$ cat src/rtl/pswal_pkg.sv
package pswal_pkg;

   // Prescaler select encoding; the lower modulus doubles per step.
   typedef enum logic [1:0] {
      PSEL_P8  = 2'b00,
      PSEL_P16 = 2'b01,
      PSEL_P32 = 2'b10,
      PSEL_P64 = 2'b11
   } psel_e;

   localparam int unsigned MIN_MAIN_COUNT = 3;

endpackage

$ cat src/rtl/pswal_prescaler.sv
module pswal_prescaler #(
   parameter  int P_MIN = 8,
   parameter  int N_SEL = 4,
   localparam int SEL_W = $clog2(N_SEL),
   localparam int P_TOP = P_MIN << (N_SEL - 1),
   localparam int PC_W  = $clog2(P_TOP + 2)
) (
   input  logic             clk,
   input  logic             rst,
   input  logic             run,
   input  logic [SEL_W-1:0] sel,
   input  logic             swallow,
   output logic             strobe
);

   logic [PC_W-1:0] mod_tab [N_SEL];
   logic [PC_W-1:0] mod_now;
   logic [PC_W-1:0] pc;
   logic            wrap;

   initial begin
      assert (P_MIN >= 2) else $error("prescaler lower modulus too small");
      assert (N_SEL == (1 << SEL_W)) else $error("select count must be a power of two");
   end

   // Modulus table: lower modulus doubles per select step.
   for (genvar i = 0; i < N_SEL; i++) begin : g_mod
      assign mod_tab[i] = PC_W'(P_MIN << i);
   end

   assign mod_now = mod_tab[sel] + PC_W'(swallow);
   assign wrap    = (pc == mod_now - PC_W'(1));
   assign strobe  = run & wrap;

   always_ff @(posedge clk) begin
      if (rst || !run)
         pc <= '0;
      else if (wrap)
         pc <= '0;
      else
         pc <= pc + PC_W'(1);
   end

   // the phase counter never runs past the selected modulus
   p_pc_range_r2: assert property (@(posedge clk) disable iff (rst)
      run |-> (pc < mod_now));

endmodule

$ cat src/rtl/pswal_downcnt.sv
module pswal_downcnt #(
   parameter int W = 6
) (
   input  logic         clk,
   input  logic         load,
   input  logic [W-1:0] load_val,
   input  logic         dec,
   output logic [W-1:0] cnt
);

   initial begin
      assert (W >= 2) else $error("down counter too narrow");
   end

   always_ff @(posedge clk) begin
      if (load)
         cnt <= load_val;
      else if (dec && (cnt != '0))
         cnt <= cnt - W'(1);
   end

endmodule

$ cat src/rtl/pswal_divider.sv
module pswal_divider #(
   parameter  int A_W     = 6,
   parameter  int B_W     = 13,
   parameter  int P_MIN   = 8,
   parameter  int N_SEL   = 4,
   localparam int SEL_W   = $clog2(N_SEL)
) (
   input  logic             clk,
   input  logic             rst,
   input  logic [SEL_W-1:0] mod_sel,
   input  logic [A_W-1:0]   swallow_cnt,
   input  logic [B_W-1:0]   main_cnt,
   output logic             fb_pulse,
   output logic             cfg_err
);
   import pswal_pkg::*;

   logic             in_ok;
   logic             take;
   logic             run;
   logic             strobe;
   logic             term;
   logic [SEL_W-1:0] sel_q;
   logic             err_q;
   logic             pulse_q;
   logic [A_W-1:0]   a_cnt;
   logic [B_W-1:0]   b_cnt;

   initial begin
      assert (B_W > A_W) else $error("main counter must be wider than swallow counter");
      assert (N_SEL >= 2) else $error("need at least two modulus pairs");
      assert (B_W > $clog2(MIN_MAIN_COUNT)) else $error("main counter cannot hold floor");
   end

   // Setting legality: B at least A and at least the floor.
   assign in_ok = (main_cnt >= B_W'(swallow_cnt)) &&
                  (main_cnt >= B_W'(MIN_MAIN_COUNT));

   assign run  = !rst && !err_q;
   assign term = strobe && (b_cnt == B_W'(1));
   // Inputs are taken at reset, at each period boundary, and every cycle while faulted.
   assign take = rst || term || err_q;

   always_ff @(posedge clk) begin
      if (take) begin
         sel_q <= mod_sel;
         err_q <= !in_ok;
      end
      pulse_q <= rst ? 1'b0 : term;
   end

   pswal_prescaler #(
      .P_MIN (P_MIN),
      .N_SEL (N_SEL)
   ) u_psc (
      .clk     (clk),
      .rst     (rst),
      .run     (run),
      .sel     (sel_q),
      .swallow (a_cnt != '0),
      .strobe  (strobe)
   );

   pswal_downcnt #(.W(A_W)) u_swallow (
      .clk      (clk),
      .load     (take),
      .load_val (swallow_cnt),
      .dec      (strobe),
      .cnt      (a_cnt)
   );

   pswal_downcnt #(.W(B_W)) u_main (
      .clk      (clk),
      .load     (take),
      .load_val (main_cnt),
      .dec      (strobe),
      .cnt      (b_cnt)
   );

   assign fb_pulse = pulse_q;
   assign cfg_err  = err_q;

   // pulse never lasts two cycles
   p_pulse_single_r3: assert property (@(posedge clk) disable iff (rst)
      fb_pulse |=> !fb_pulse);

   // no pulse while a faulted setting was active on the previous edge
   p_err_quiet_r5: assert property (@(posedge clk) disable iff (rst)
      $past(err_q) |-> !fb_pulse);

   // a pulse coincides with a fresh load of the values present at its edge
   p_boundary_load_r6: assert property (@(posedge clk) disable iff (rst)
      fb_pulse |-> (sel_q == $past(mod_sel)) && (b_cnt == $past(main_cnt)));

   // swallow count never exceeds remaining main count in legal operation
   p_a_within_b_r4: assert property (@(posedge clk) disable iff (rst)
      !err_q |-> (B_W'(a_cnt) <= b_cnt));

   // an illegal sample keeps the flag up
   p_err_hold_r7: assert property (@(posedge clk) disable iff (rst)
      (err_q && !in_ok) |=> err_q);

endmodule

$ cat config.mk
export PLATFORM = sky130hd
export DESIGN_NAME = pswal_divider
export DESIGN_NICKNAME = d
export VERILOG_FILES = /design/src/rtl/pswal_pkg.sv /design/src/rtl/pswal_prescaler.sv /design/src/rtl/pswal_downcnt.sv /design/src/rtl/pswal_divider.sv
export SDC_FILE = /design/constraint.sdc
export NUM_CORES = 1
export LEC_CHECK = 0
export ABC_AREA = 0
export BUFFER_PORTS_ARGS = -buffer_cell sky130_fd_sc_hd__buf_2
export CELL_PAD_IN_SITES_DETAIL_PLACEMENT = 1
export CELL_PAD_IN_SITES_GLOBAL_PLACEMENT = 1
export CORE_MARGIN = 3
export CORE_UTILIZATION = 46
export DETAILED_ROUTE_END_ITERATION = 8
export GPL_TIMING_DRIVEN = 0
export PLACE_DENSITY_LB_ADDON = 0.05
export SYNTH_ARGS = -nofsm -noshare
export SYNTH_HDL_FRONTEND = slang
export SYNTH_SLANG_ARGS = --single-unit
$ cat constraint.sdc
create_clock -name clk -period 7.5 [get_ports clk]
set_clock_uncertainty 0.05 [all_clocks]
set_input_delay 0.75 -clock clk [delete_from_list [all_inputs] [get_ports clk]]
set_output_delay 0.75 -clock clk [all_outputs]
set_load 0.05 [all_outputs]
==> impl_results.md, run 1 <==
- FF+latch area: between 800 and 900 um^2
- CP Class: flip-flop to flip-flop
- Mapped Cells: ~170
- Cell Rows: 22
- Clock latency on the worst-skew pair: ~0.28 ns
- Via density: roughly 5.3
- Max H-tree Level: 2
- DRT Pass-1 Iters: 4
- Antenna violations before repair: 0
- Slew HR: approximately 44%
- Vias in the first global route: between 1000 and 1500
- Clock Path Buffers: 2
- Yosys reg bits: 30
- CP max stage delay: slightly below 0.7 ns
- Run status: finished clean
- Yosys top cell area share: between 30% and 40%
- Clock transition at path regs: ~0.060 ns
- Max VDD drop: about 110 uV
- Leakage: between 0.0009 and 0.001 uW
- Ys Warns: 0
- Drt wl/cell: about 15 um
- Synth unique cells: 36
- IO buf count: 24
- Crit-path most repeated cell: or2_1
- Ant. Diodes: 0
- Clk root buf: clkbuf_8
- CTS buffer count: 5
- CTS sink cnt: 30
- Fin crit share: between 40 and 50%
- Final WL: roughly 3900 um
- Clock share of power: about 30%
- CP max stage cell: o21ai_0
- Global-route wire length before repair: between 6000 and 7000 um
- CP startpoint: u_swallow.cnt[2]
- CTS hold repair buffers: 0
- Ys async rst share: 0%
- Combinational share of power: about a fifth
- Hold_ws: between 0.4 and 0.5 ns
- Sequential share of power: 49.4%
- CP cell instances: or3_4 > or2_1 > inv_1 > ha_1 > xor2_1 > xnor2_1 > o211ai_2 > or2_1 > o21ai_0
- FF-to-FF path depth: 9
- Maximum fanout along the worst path: 6
- Cell Pwr Density: just over 200 nW/um^2
- Setup bufs post-CTS: 0
- DIE HEIGHT: roughly 70 um
- CP endpoint kind: flip-flop
- Syn Nets: between 200 and 250
- Fmax: 307 MHz
- Total core area: about 3800 um^2
- Die Span X: around 70 um
- Primary FF master, synth: edfxtp_1
- Crit Reg-Reg Endpoint: u_swallow.cnt[2]
- RSZ-0062 raised after global routing: false
- Fillers: about 430
- DRC: 0
- Worst min path class: flip-flop to flip-flop
- Final setup violating endpoints: 0
- Total Neg Setup Slack: 0 ns
- Proportion of layout cells with a drive suffix above 1: approximately 24%
- # IOs: 25
- Total GRT Usage: roughly 17%
- Register area share after synthesis: a little over two fifths
- Sw power: 124 uW
- Post-DP HPWL: 3130 um
- CP arrival: 3.12 ns
- Switching Fraction: 27.6%
- Max cap viols: 0
- Synthesized area per cell: 11.0 um^2
- Min cycle time layout: 3.26 ns
- Post-synth EDFFs: 22
- Syn Std Cell Area: approximately 1900 um^2
- CP Capture Point: u_swallow.cnt[2]
- Worst-Margin Slew: a little over 0.8 ns
- Final ANT Viol Nets: 0
- Initial Util: around 50%
- Syn-to-layout area delta: 14.6%
- Pint: between 300 and 400 uW
- Worst r2r src: u_swallow.cnt[2]
- Yosys top cell by area: edfxtp_1
- Final Max Slew Viols: 0
- Gpl congestion: 0.855
- Post_cts resized: 0
- CTS tree: built
- Reg2reg setup slack: approximately 4.2 ns
- Crit. path cell count: 9
- Fin. Hold Viols: 0
- Multi-input combinational cell area: just over 1000 um^2
- Die footprint: just under 5000 um^2
- Critical path required time: 7.36 ns
- Top Family by Delay on Critical Path: simple AND/OR/NAND/NOR gates
- Synth top area cells: edfxtp_1 35%, mux2_4 8.7%, dfxtp_1 8.4%
- Critical path startpoint category: flip-flop
- Initial drt markers: 55
- Vias post-DR: 1352
- Grt total ovfl: 0
- Final net count: 239
- Largest net degree at the start of global routing: 13
- Worst Path Buf+Inv: 1
==> stage by stage <==
step | cell area, um^2 | std cells | utilization [%] | worst slack [ns] | power, uW
final | 2180 | 254 | 57.0 | 4.24 | 447
after global routing | 2180 | 254 | 57.0 | 3.96 | 471
after CTS | 2180 | 254 | 57.0 | 4.18 | 449
after detailed placement | 2090 | 246 | 54.7 | 4.20 | 316
after global placement | 2080 | 245 | 54.5 | 3.51 | 311
after floorplan | 1900 | 173 | - | 4.08 | 288
==> cell usage after synthesis (all sizes together), types with 3 or more instances <==
cell / n
nor4: 5
nor2: 16
inv: 13
dfxtp: 8
ha: 11
mux2i: 8
mux2: 11
a21oi: 4
and3: 4
or2: 3
nand3: 5
edfxtp: 22
xor2: 11
nand2: 10
xnor2: 12
nor3: 6
o21ai: 6
==> worst register-to-register path, delay by kind of cell, from the launching register on <==
family	cells	cell delay [ns]
AND/OR/NAND/NOR	3	0.98
flip-flops	1	0.44
buffers and inverters	1	0.08
AO/OA/AOI/OAI	2	0.86
adder cells (fa/ha/maj)	1	0.16
XOR/XNOR	2	0.34
==> kinds of logic (layout without fill, tap and decap cells) <==
group	Yosys count	in the layout	synth area share (%)
flip-flops	30	30	43.1
buffers and inverters	15	48	3.75
multiplexers	19	19	12.9
AO/OA/AOI/OAI	17	17	6.57
adder cells (fa/ha/maj)	11	11	7.23
XOR/XNOR	23	23	11.0
AND/OR/NAND/NOR	58	58	15.5
==> final cells by class <==
cell class	count	share of cell area [%]
Timing Repair Buffer	25	5.85
Sequential cell	30	37.6
Inverter	13	2.24
Multi-Input combinational cell	128	46.4
Tap cell	48	2.75
Buffer	2	1.03
Clock buffer	8	4.13
==> registers in the layout, summed over array words and instances, names as in the netlist <==
| signal | cells |
|---|---|
| u_main.cnt | 13 |
| cfg_err | 1 |
| fb_pulse | 1 |
| u_psc.pc | 7 |
| sel_q | 2 |
| u_swallow.cnt | 6 |
==> cell usage in the layout, fill, tap and decap left out, drive strengths merged, types with 8 or more instances in the layout <==
cell and instances:
nand2 10, buf 27, nor2 16, ha 11
dfxtp 8, mux2i 8, clkbuf 8, xnor2 12
xor2 11, inv 13, mux2 11, edfxtp 22
==> metal layers <==
metal / vias up / wire length [um] / global-route usage (%)
li1: 687 / - / -
met3: 4 / 168 / 4.46
met5: - / 0 / 0
met4: 0 / 38 / 5.11
met2: 27 / 1700 / 26.6
met1: 634 / 2010 / 23.6
==> worst min path at each step <==
stage                     start          end  slack [ns]  cells past startpoint
finish              u_psc.pc[0]  u_psc.pc[0]        0.43                      1
global route        u_psc.pc[0]  u_psc.pc[0]        0.45                      1
CTS                 u_psc.pc[0]  u_psc.pc[0]        0.43                      1
detailed placement  u_psc.pc[0]  u_psc.pc[0]        0.41                      1
global placement    u_psc.pc[0]  u_psc.pc[0]        0.39                      1
floorplan           u_psc.pc[0]  u_psc.pc[0]        0.38                      1
==> power groups by stage <==
| stage | combinational, uW | clock [uW] | sequential (uW) |
|---|---|---|---|
| after floorplan | 66.9 | 0 | 221 |
| after global placement | 87.1 | 0 | 224 |
| after detailed placement | 91.7 | 0 | 224 |
| after CTS | 92.9 | 135 | 221 |
| after global routing | 103 | 144 | 224 |
| final | 91.7 | 135 | 221 |
Power figures use the tool's default switching activity.
==> inputs of run 2 (changes only) <==
Settings changed: ABC_AREA 0 to 1, CORE_UTILIZATION 46 to 38.
Clock period 7.5 ns to 2.9 ns, I/O delays scaled along.
==> impl_results.md, run 2 <==
- Critical path startpoint category: flip-flop
- Vias in the first global route: 1812 (+23%)
- CTS hold repair buffers: 0 (unchanged)
- Syn Std Cell Area: 2010 um^2 (+5.5%)
- Synth top area cells: edfxtp_1 33%, nand2_1 15%, dfxtp_1 8.0%
- Ys Warns: 0 (unchanged)
- GRT met1 Usage: 21.5% (-2.2 points)
- Max cap viols: 0 (unchanged)
- Most common cell after layout, fill and taps aside: nand2_1
- Clock latency on the worst-skew pair: 0.28 ns (about the same)
- DRT Pass-1 Iters: 4 (unchanged)
- Top cells by count, synth: 79 x nand2_1, 33 x inv_1, 29 x nand3_1
- Crit Reg-Reg Endpoint: u_swallow.cnt[5]
- CTS buffer count: 5 (unchanged)
- Primary FF master, synth: edfxtp_1
- DIE HEIGHT: 78.7 um (+12%)
- Non-Filler Instances: 363 (+43%)
- DRC: 0 (unchanged)
- Total power: 1090 uW (+140%)
- Fmax: 395 MHz (+29%)
- Hold_ws: 0.139 ns (-0.288 ns)
- Total GRT Usage: 16.8% (-0.45 points)
- Post-synth EDFFs: 22 (unchanged)
- Final Max Slew Viols: 0 (unchanged)
- Worst-Margin Slew: 0.518 ns (-0.307 ns)
- Total Neg Setup Slack: 0 ns (unchanged)
- Mapped Cells: 264 (+53%)
- Yosys top cell by area: edfxtp_1
- Clock transition at path regs: 0.07 ns (about the same)
- Slew HR: 65.5% (+21 points)
- Fillers: 645 (+49%)
- Vias post-DR: 1754 (+30%)
- Die Span X: 78.7 um (+12%)
- Syn Nets: 298 (+44%)
- Gpl congestion: 0.741 (-13%)
- RSZ-0062 raised after global routing: false
- CP startpoint: u_swallow.cnt[0]
- Yosys top cell area share: 32.9% (-1.8 points)
- Critical path required time: 2.80 ns (-4.56 ns)
- Register area share after synthesis: 40.9% (-2.2 points)
- Drt wl/cell: 12.7 um (-17%)
- Cell Rows: 25 (+14%)
- Leakage: 0.00111 uW (+14%)
- Largest net degree at the start of global routing: 14 (+1)
- GR Layer Usage met3: 2.61% (-1.9 points)
- CP Class: flip-flop to flip-flop
- Ant. Diodes: 0 (unchanged)
- Total core area: 4910 um^2 (+28%)
- Maximum fanout along the worst path: 6 (unchanged)
- Run status: finished clean
- Min cycle time layout: 2.53 ns (-0.730 ns)
- Commonest non-fill, non-tap cells in the layout: 78 x nand2_1, 33 x inv_1, 29 x nand3_1
- Final Core Density: 46.9% (-10 points)
- Largest regs: u_main.cnt: 13 flops, u_psc.pc: 7 flops, u_swallow.cnt: 6 flops
- FF-to-FF path depth: 15 (+6)
- # IOs: 25 (unchanged)
- Syn-to-layout area delta: 14.6% (about the same)
- Reg2reg setup slack: 0.37 ns (-3.87 ns)
- Post-DP HPWL: 3680 um (+17%)
- CTS sink cnt: 30 (unchanged)
- Clock Path Buffers: 2 (unchanged)
- Ys async rst share: 0% (unchanged)
- Fin crit share: 87.3% (+44 points)
- IO buf count: 24 (unchanged)
- Via density: 4.83 (-9.2%)
- Synthesized area per cell: 7.61 um^2 (-31%)
- Reg with most FFs: u_main.cnt
- Final WL: 4620 um (+18%)
- Die footprint: 6190 um^2 (+25%)
- Initial drt markers: 83 (+51%)
- Final net count: 329 (+38%)
- GR peak layer: met2
- Dpl cells: 355 (+44%)
- Final setup violating endpoints: 0 (unchanged)
- Met2 Use GR: 28.3% (+1.7 points)
- Synth unique cells: 26 (-28%)
- CP endpoint kind: flip-flop
- Clk root buf: clkbuf_8
- Initial Util: 40.9% (-8.9 points)
- Fin. Hold Viols: 0 (unchanged)
- Cell Pwr Density: 472 nW/um^2 (+130%)
- Final ANT Viol Nets: 0 (unchanged)
- Max H-tree Level: 2 (unchanged)
- Proportion of layout cells with a drive suffix above 1: 15.5% (-8.7 points)
- CP Capture Point: u_swallow.cnt[5]
- Grt total ovfl: 0 (unchanged)
- Worst r2r src: u_swallow.cnt[0]
- Global-route wire length before repair: 8140 um (+20%)
- Antenna violations before repair: 0 (unchanged)
- Worst min path class: input pin to flip-flop
- CTS tree: built
- Yosys reg bits: 30 (unchanged)
- Most common cell in the netlist: nand2_1
- Largest register FFs: 13 (unchanged)
- CP arrival: 2.43 ns (-0.69 ns)
- Max VDD drop: 211 uV (+96%)
==> run 2: cell types whose count changed after synthesis, sizes merged, moves of 3 or more <==
cell	change
nor2	+14
nor4	-3
mux2i	-8
buf	+3
o21ai	-3
nand3	+26
xnor2	-8
nand2	+71
nor3	+3
mux2	-11
inv	+22
and3	-4
==> run 2: cell type report <==
| type | instances | area (um^2) | area share [%] |
|---|---|---|---|
| Clock buffer | 6 | 72.6 | 3.15 |
| Timing Repair Buffer | 24 | 120 | 5.22 |
| Multi-Input combinational cell | 193 | 1020 | 44.5 |
| Inverter | 35 | 131 | 5.71 |
| Tap cell | 67 | 83.8 | 3.64 |
| Sequential cell | 30 | 821 | 35.7 |
| Buffer | 6 | 40.0 | 1.74 |
| Clock inverter | 2 | 8.76 | 0.381 |
==> run 2: critical path: stages (launching register included) <==
cell	delay, ns
edfxtp_1	0.37
inv_1	0.10
ha_1	0.23
nand3_2	0.19
inv_2	0.10
ha_1	0.16
inv_1	0.04
nand2_1	0.07
nand3_1	0.08
nand2_1	0.06
nand3_1	0.10
nor2_2	0.13
nand2_1	0.08
nor2_1	0.15
nand2_1	0.07
nand2_1	0.23
==> run 2: how the worst min path moves through the flow <==
| stage | slack, ns | endpoint | cells after the start | startpoint |
|---|---|---|---|---|
| after CTS | 0.13 | sel_q[1] | 1 | mod_sel[1] |
| after detailed placement | 0.42 | u_psc.pc[0] | 1 | u_psc.pc[0] |
| final | 0.14 | sel_q[1] | 1 | mod_sel[1] |
| after global routing | 0.13 | sel_q[0] | 1 | mod_sel[0] |
| after floorplan | 0.34 | sel_q[0] | 0 | mod_sel[0] |
| after global placement | 0.40 | u_psc.pc[0] | 1 | u_psc.pc[0] |
==> run 2: report_power, final <==
part,leakage [uW],switching (uW),total [uW],internal [uW]
logic,0.000778,134,222,88.0
registers,0.000290,34.1,547,513
clock network,0.0000426,153,318,165
==> run 2: metal layers <==
metal | vias up | wire [um]
met4 | 0 | 73
met5 | - | 0
met2 | 27 | 2110
li1 | 909 | -
met3 | 5 | 128
met1 | 813 | 2310
==> run 2: cells by family after synthesis <==
family | count (synthesis) | share of synthesized area [%]
AOI/OAI and AO/OA | 7 | 1.87
DFF | 30 | 40.9
xor gates and xnor gates | 17 | 7.41
adders and majority gates | 11 | 6.85
and+or+nand+nor | 158 | 34.5
buffers and inverters | 41 | 8.54
==> run 2: what timing repair did <==
action | 4_1_cts | 5_1_grt
setup endpoints to repair | 0 | 13
endpoints found under the hold margin | 0 | 0
resized for setup | 0 | 2
buffers inserted | 0 | 0
==> run 2: metrics by stage <==
stage | cell area [um^2] | setup slack [ns]
after floorplan | 2010 | 0.542
after global placement | 2210 | 0.167
after detailed placement | 2210 | 0.0758
after CTS | 2290 | 0.0777
after global routing | 2300 | 0.0595
final | 2300 | 0.370
==> inputs of run 3 (changes only) <==
--- a/config.mk
+++ b/config.mk
@@ -14,5 +14,5 @@
 export DETAILED_ROUTE_END_ITERATION = 8
 export GPL_TIMING_DRIVEN = 0
-export PLACE_DENSITY_LB_ADDON = 0.05
+export PLACE_DENSITY_LB_ADDON = 0.1
 export SYNTH_ARGS = -nofsm -noshare
 export SYNTH_HDL_FRONTEND = slang
==> constraint.sdc (replaced) <==
create_clock -name clk -period 2.9 [get_ports clk]
set_clock_uncertainty 0.05 [all_clocks]
set_input_delay 0.58 -clock clk [delete_from_list [all_inputs] [get_ports clk]]
set_output_delay 0.58 -clock clk [all_outputs]
set_load 0.05 [all_outputs]
==> impl_results.md, run 3 (synthesis gave the netlist of run 2 again) <==
- Run status: finished clean
- Antenna violations before repair: 0 (unchanged)
- Total Neg Setup Slack: 0 ns (unchanged)
- Syn-to-layout area delta: 15.3%
- Setup bufs post-CTS: 0 (unchanged)
- Final WL: 4730 um (+2.3%)
- Crit-path most repeated cell: nand2_1
- DIE HEIGHT: 78.7 um (unchanged)
- CTS buffer count: 5 (unchanged)
- Worst-Margin Slew: 0.491 ns (-0.0268 ns)
- Initial drt markers: 42 (-49%)
- Crit Reg-Reg Endpoint: u_main.cnt[0]
- Vias in the first global route: 1819 (+0.39%)
- Commonest non-fill, non-tap cells in the layout: 78 x nand2_1, 33 x inv_1, 29 x nand3_1
- CP max stage cell: edfxtp_1
- CP max stage delay: 0.37 ns (about the same)
- CTS tree: built
- Die footprint: 6190 um^2 (unchanged)
- Fmax: 385 MHz (-2.7%)
- DRT Pass-1 Iters: 4 (unchanged)
- Worst r2r src: u_swallow.cnt[0]
- CP arrival: 2.50 ns (+0.07 ns)
- Fin. Hold Viols: 0 (unchanged)
- Critical path required time: 2.80 ns (about the same)
- Worst min path class: input pin to flip-flop
- Total GRT Usage: 17.0% (+0.24 points)
- Post-DP HPWL: 3750 um (+2.1%)
- Worst Path Buf+Inv: 2 (-1)
- Max VDD drop: 224 uV (+6.2%)
- Clock latency on the worst-skew pair: 0.28 ns (about the same)
- Max H-tree Level: 2 (unchanged)
- Worst hold endpoint: sel_q[0]
- # IOs: 25 (unchanged)
- Final Cell Area: 2310 um^2 (+0.60%)
- CP Class: flip-flop to flip-flop
- Hold Startpoint: mod_sel[0]
- Critical path startpoint category: flip-flop
- Maximum fanout along the worst path: 13 (+7)
- Leakage: 0.00112 uW (+0.68%)
- Final setup violating endpoints: 0 (unchanged)
- Clock transition at path regs: 0.06 ns (about the same)
- CP cell instances: inv_1 > ha_1 > nand3_2 > inv_2 > ha_1 > nand2_1 > nand2_1 > nand2_1 > nand2_1 > nand3_1 > nor2_2 > nand2_1 > nor2_1 > nand2_1 > nand2_2
- Largest register FFs: 13 (unchanged)
- Placed cell area: 2210 um^2 (unchanged)
- Largest regs: u_main.cnt: 13 flops, u_psc.pc: 7 flops, u_swallow.cnt: 6 flops
- Global-route wire length before repair: 8210 um (+0.85%)
- Reg2reg setup slack: 0.30 ns (-0.07 ns)
- Final ANT Viol Nets: 0 (unchanged)
- Largest net degree at the start of global routing: 14 (unchanged)
- Cell Pwr Density: 491 nW/um^2 (+4.0%)
- Proportion of layout cells with a drive suffix above 1: 15.9% (+0.34 points)
- Die Span X: 78.7 um (unchanged)
- Initial Util: 40.9% (unchanged)
- Cell Rows: 25 (unchanged)
- Clk root buf: clkbuf_8
- FF-to-FF path depth: 15 (unchanged)
- Slew HR: 67.2% (+1.8 points)
- DRC: 0 (unchanged)
- Via density: 4.82 (-0.23%)
- CTS sink cnt: 30 (unchanged)
- Reg with most FFs: u_main.cnt
- Worst hold path depth: 1 (unchanged)
- Gpl congestion: 0.719 (-3.0%)
- Most common cell after layout, fill and taps aside: nand2_1
- Vias post-DR: 1750 (-0.23%)
- Final Max Slew Viols: 0 (unchanged)
- RSZ-0062 raised after global routing: false
- Ant. Diodes: 0 (unchanged)
- Max cap viols: 0 (unchanged)
- Clock Path Buffers: 2 (unchanged)
- Min cycle time layout: 2.60 ns (+0.0697 ns)
- Drt wl/cell: 13.0 um (+2.3%)
- IO buf count: 24 (unchanged)
- Grt total ovfl: 0 (unchanged)
- Final net count: 329 (unchanged)
- Top Family by Delay on Critical Path: simple AND/OR/NAND/NOR gates
- Total power: 1140 uW (+4.6%)
- CP endpoint kind: flip-flop
- Total core area: 4910 um^2 (unchanged)
- Fin crit share: 89.7% (+2.4 points)
[run 3: cell types whose count changed in the layout (fill, tap and decap cells not counted), sizes merged]
cell / before / now
clkbuf: 7 / 8
clkinv: 2 / 1
[run 3: report_power, final]
group,total [uW],internal [uW],switching [uW]
registers,548,513,35.4
logic,222,87.5,134
clock network,367,213,154
total,1140,813,324
[run 3: repair_timing]
item / CTS / global route
hold buffers: 0 / 0
endpoints found under the setup margin: 0 / 13
hold endpoints to repair: 0 / 0
gates resized for setup: 0 / 1
[run 3: how the worst max path moves through the flow]
stage                     slack [ns]             start            end  cells past startpoint
final                           0.30  u_swallow.cnt[0]  u_main.cnt[0]                     15
after global routing            0.02  u_swallow.cnt[0]  u_main.cnt[0]                     15
after CTS                       0.05  u_swallow.cnt[0]  u_main.cnt[0]                     15
after detailed placement        0.05  u_swallow.cnt[0]  u_main.cnt[4]                     15
after global placement          0.18  u_swallow.cnt[0]  u_main.cnt[6]                     15
after floorplan                 0.54  u_swallow.cnt[0]  u_main.cnt[0]                     12
[run 3: stage by stage]
step                      std cells  setup slack (ns)  utilization, %  hold slack [ns]
after floorplan                 264             0.542               -            0.380
after global placement          355             0.178            45.0            0.394
after detailed placement        355            0.0536            45.0            0.418
after CTS                       363            0.0485            47.1            0.421
after global routing            363            0.0213            47.1            0.415
final                           363             0.300            47.1            0.427
[run 3: area by class of cell]
cell class	instances	area [um^2]
clock buffers	7	96.3
repair buffers	24	120
clock inverters	1	3.75
flip-flops and latches	30	821
multi-input cells	193	1020
well taps	67	83.8
plain buffers	6	40.0
fillers	653	2600
inverters	35	131
[run 3: worst register-to-register path: cells and delay by family (launching register included)]
| kind | cells | cell delay, ns |
|---|---|---|
| AND/OR/NAND/NOR | 11 | 1.26 |
| adder cells (fa/ha/maj) | 2 | 0.39 |
| flip-flops | 1 | 0.37 |
| buffers and inverters | 2 | 0.20 |
[run 3: routing by layer]
layer  up-vias  track usage (%)  wire, um
met2        32             28.8      2190
met1       807             21.3      2270
met3         5             3.85       183
li1        906                -         -
met5         -                0         0
met4         0             6.12        76
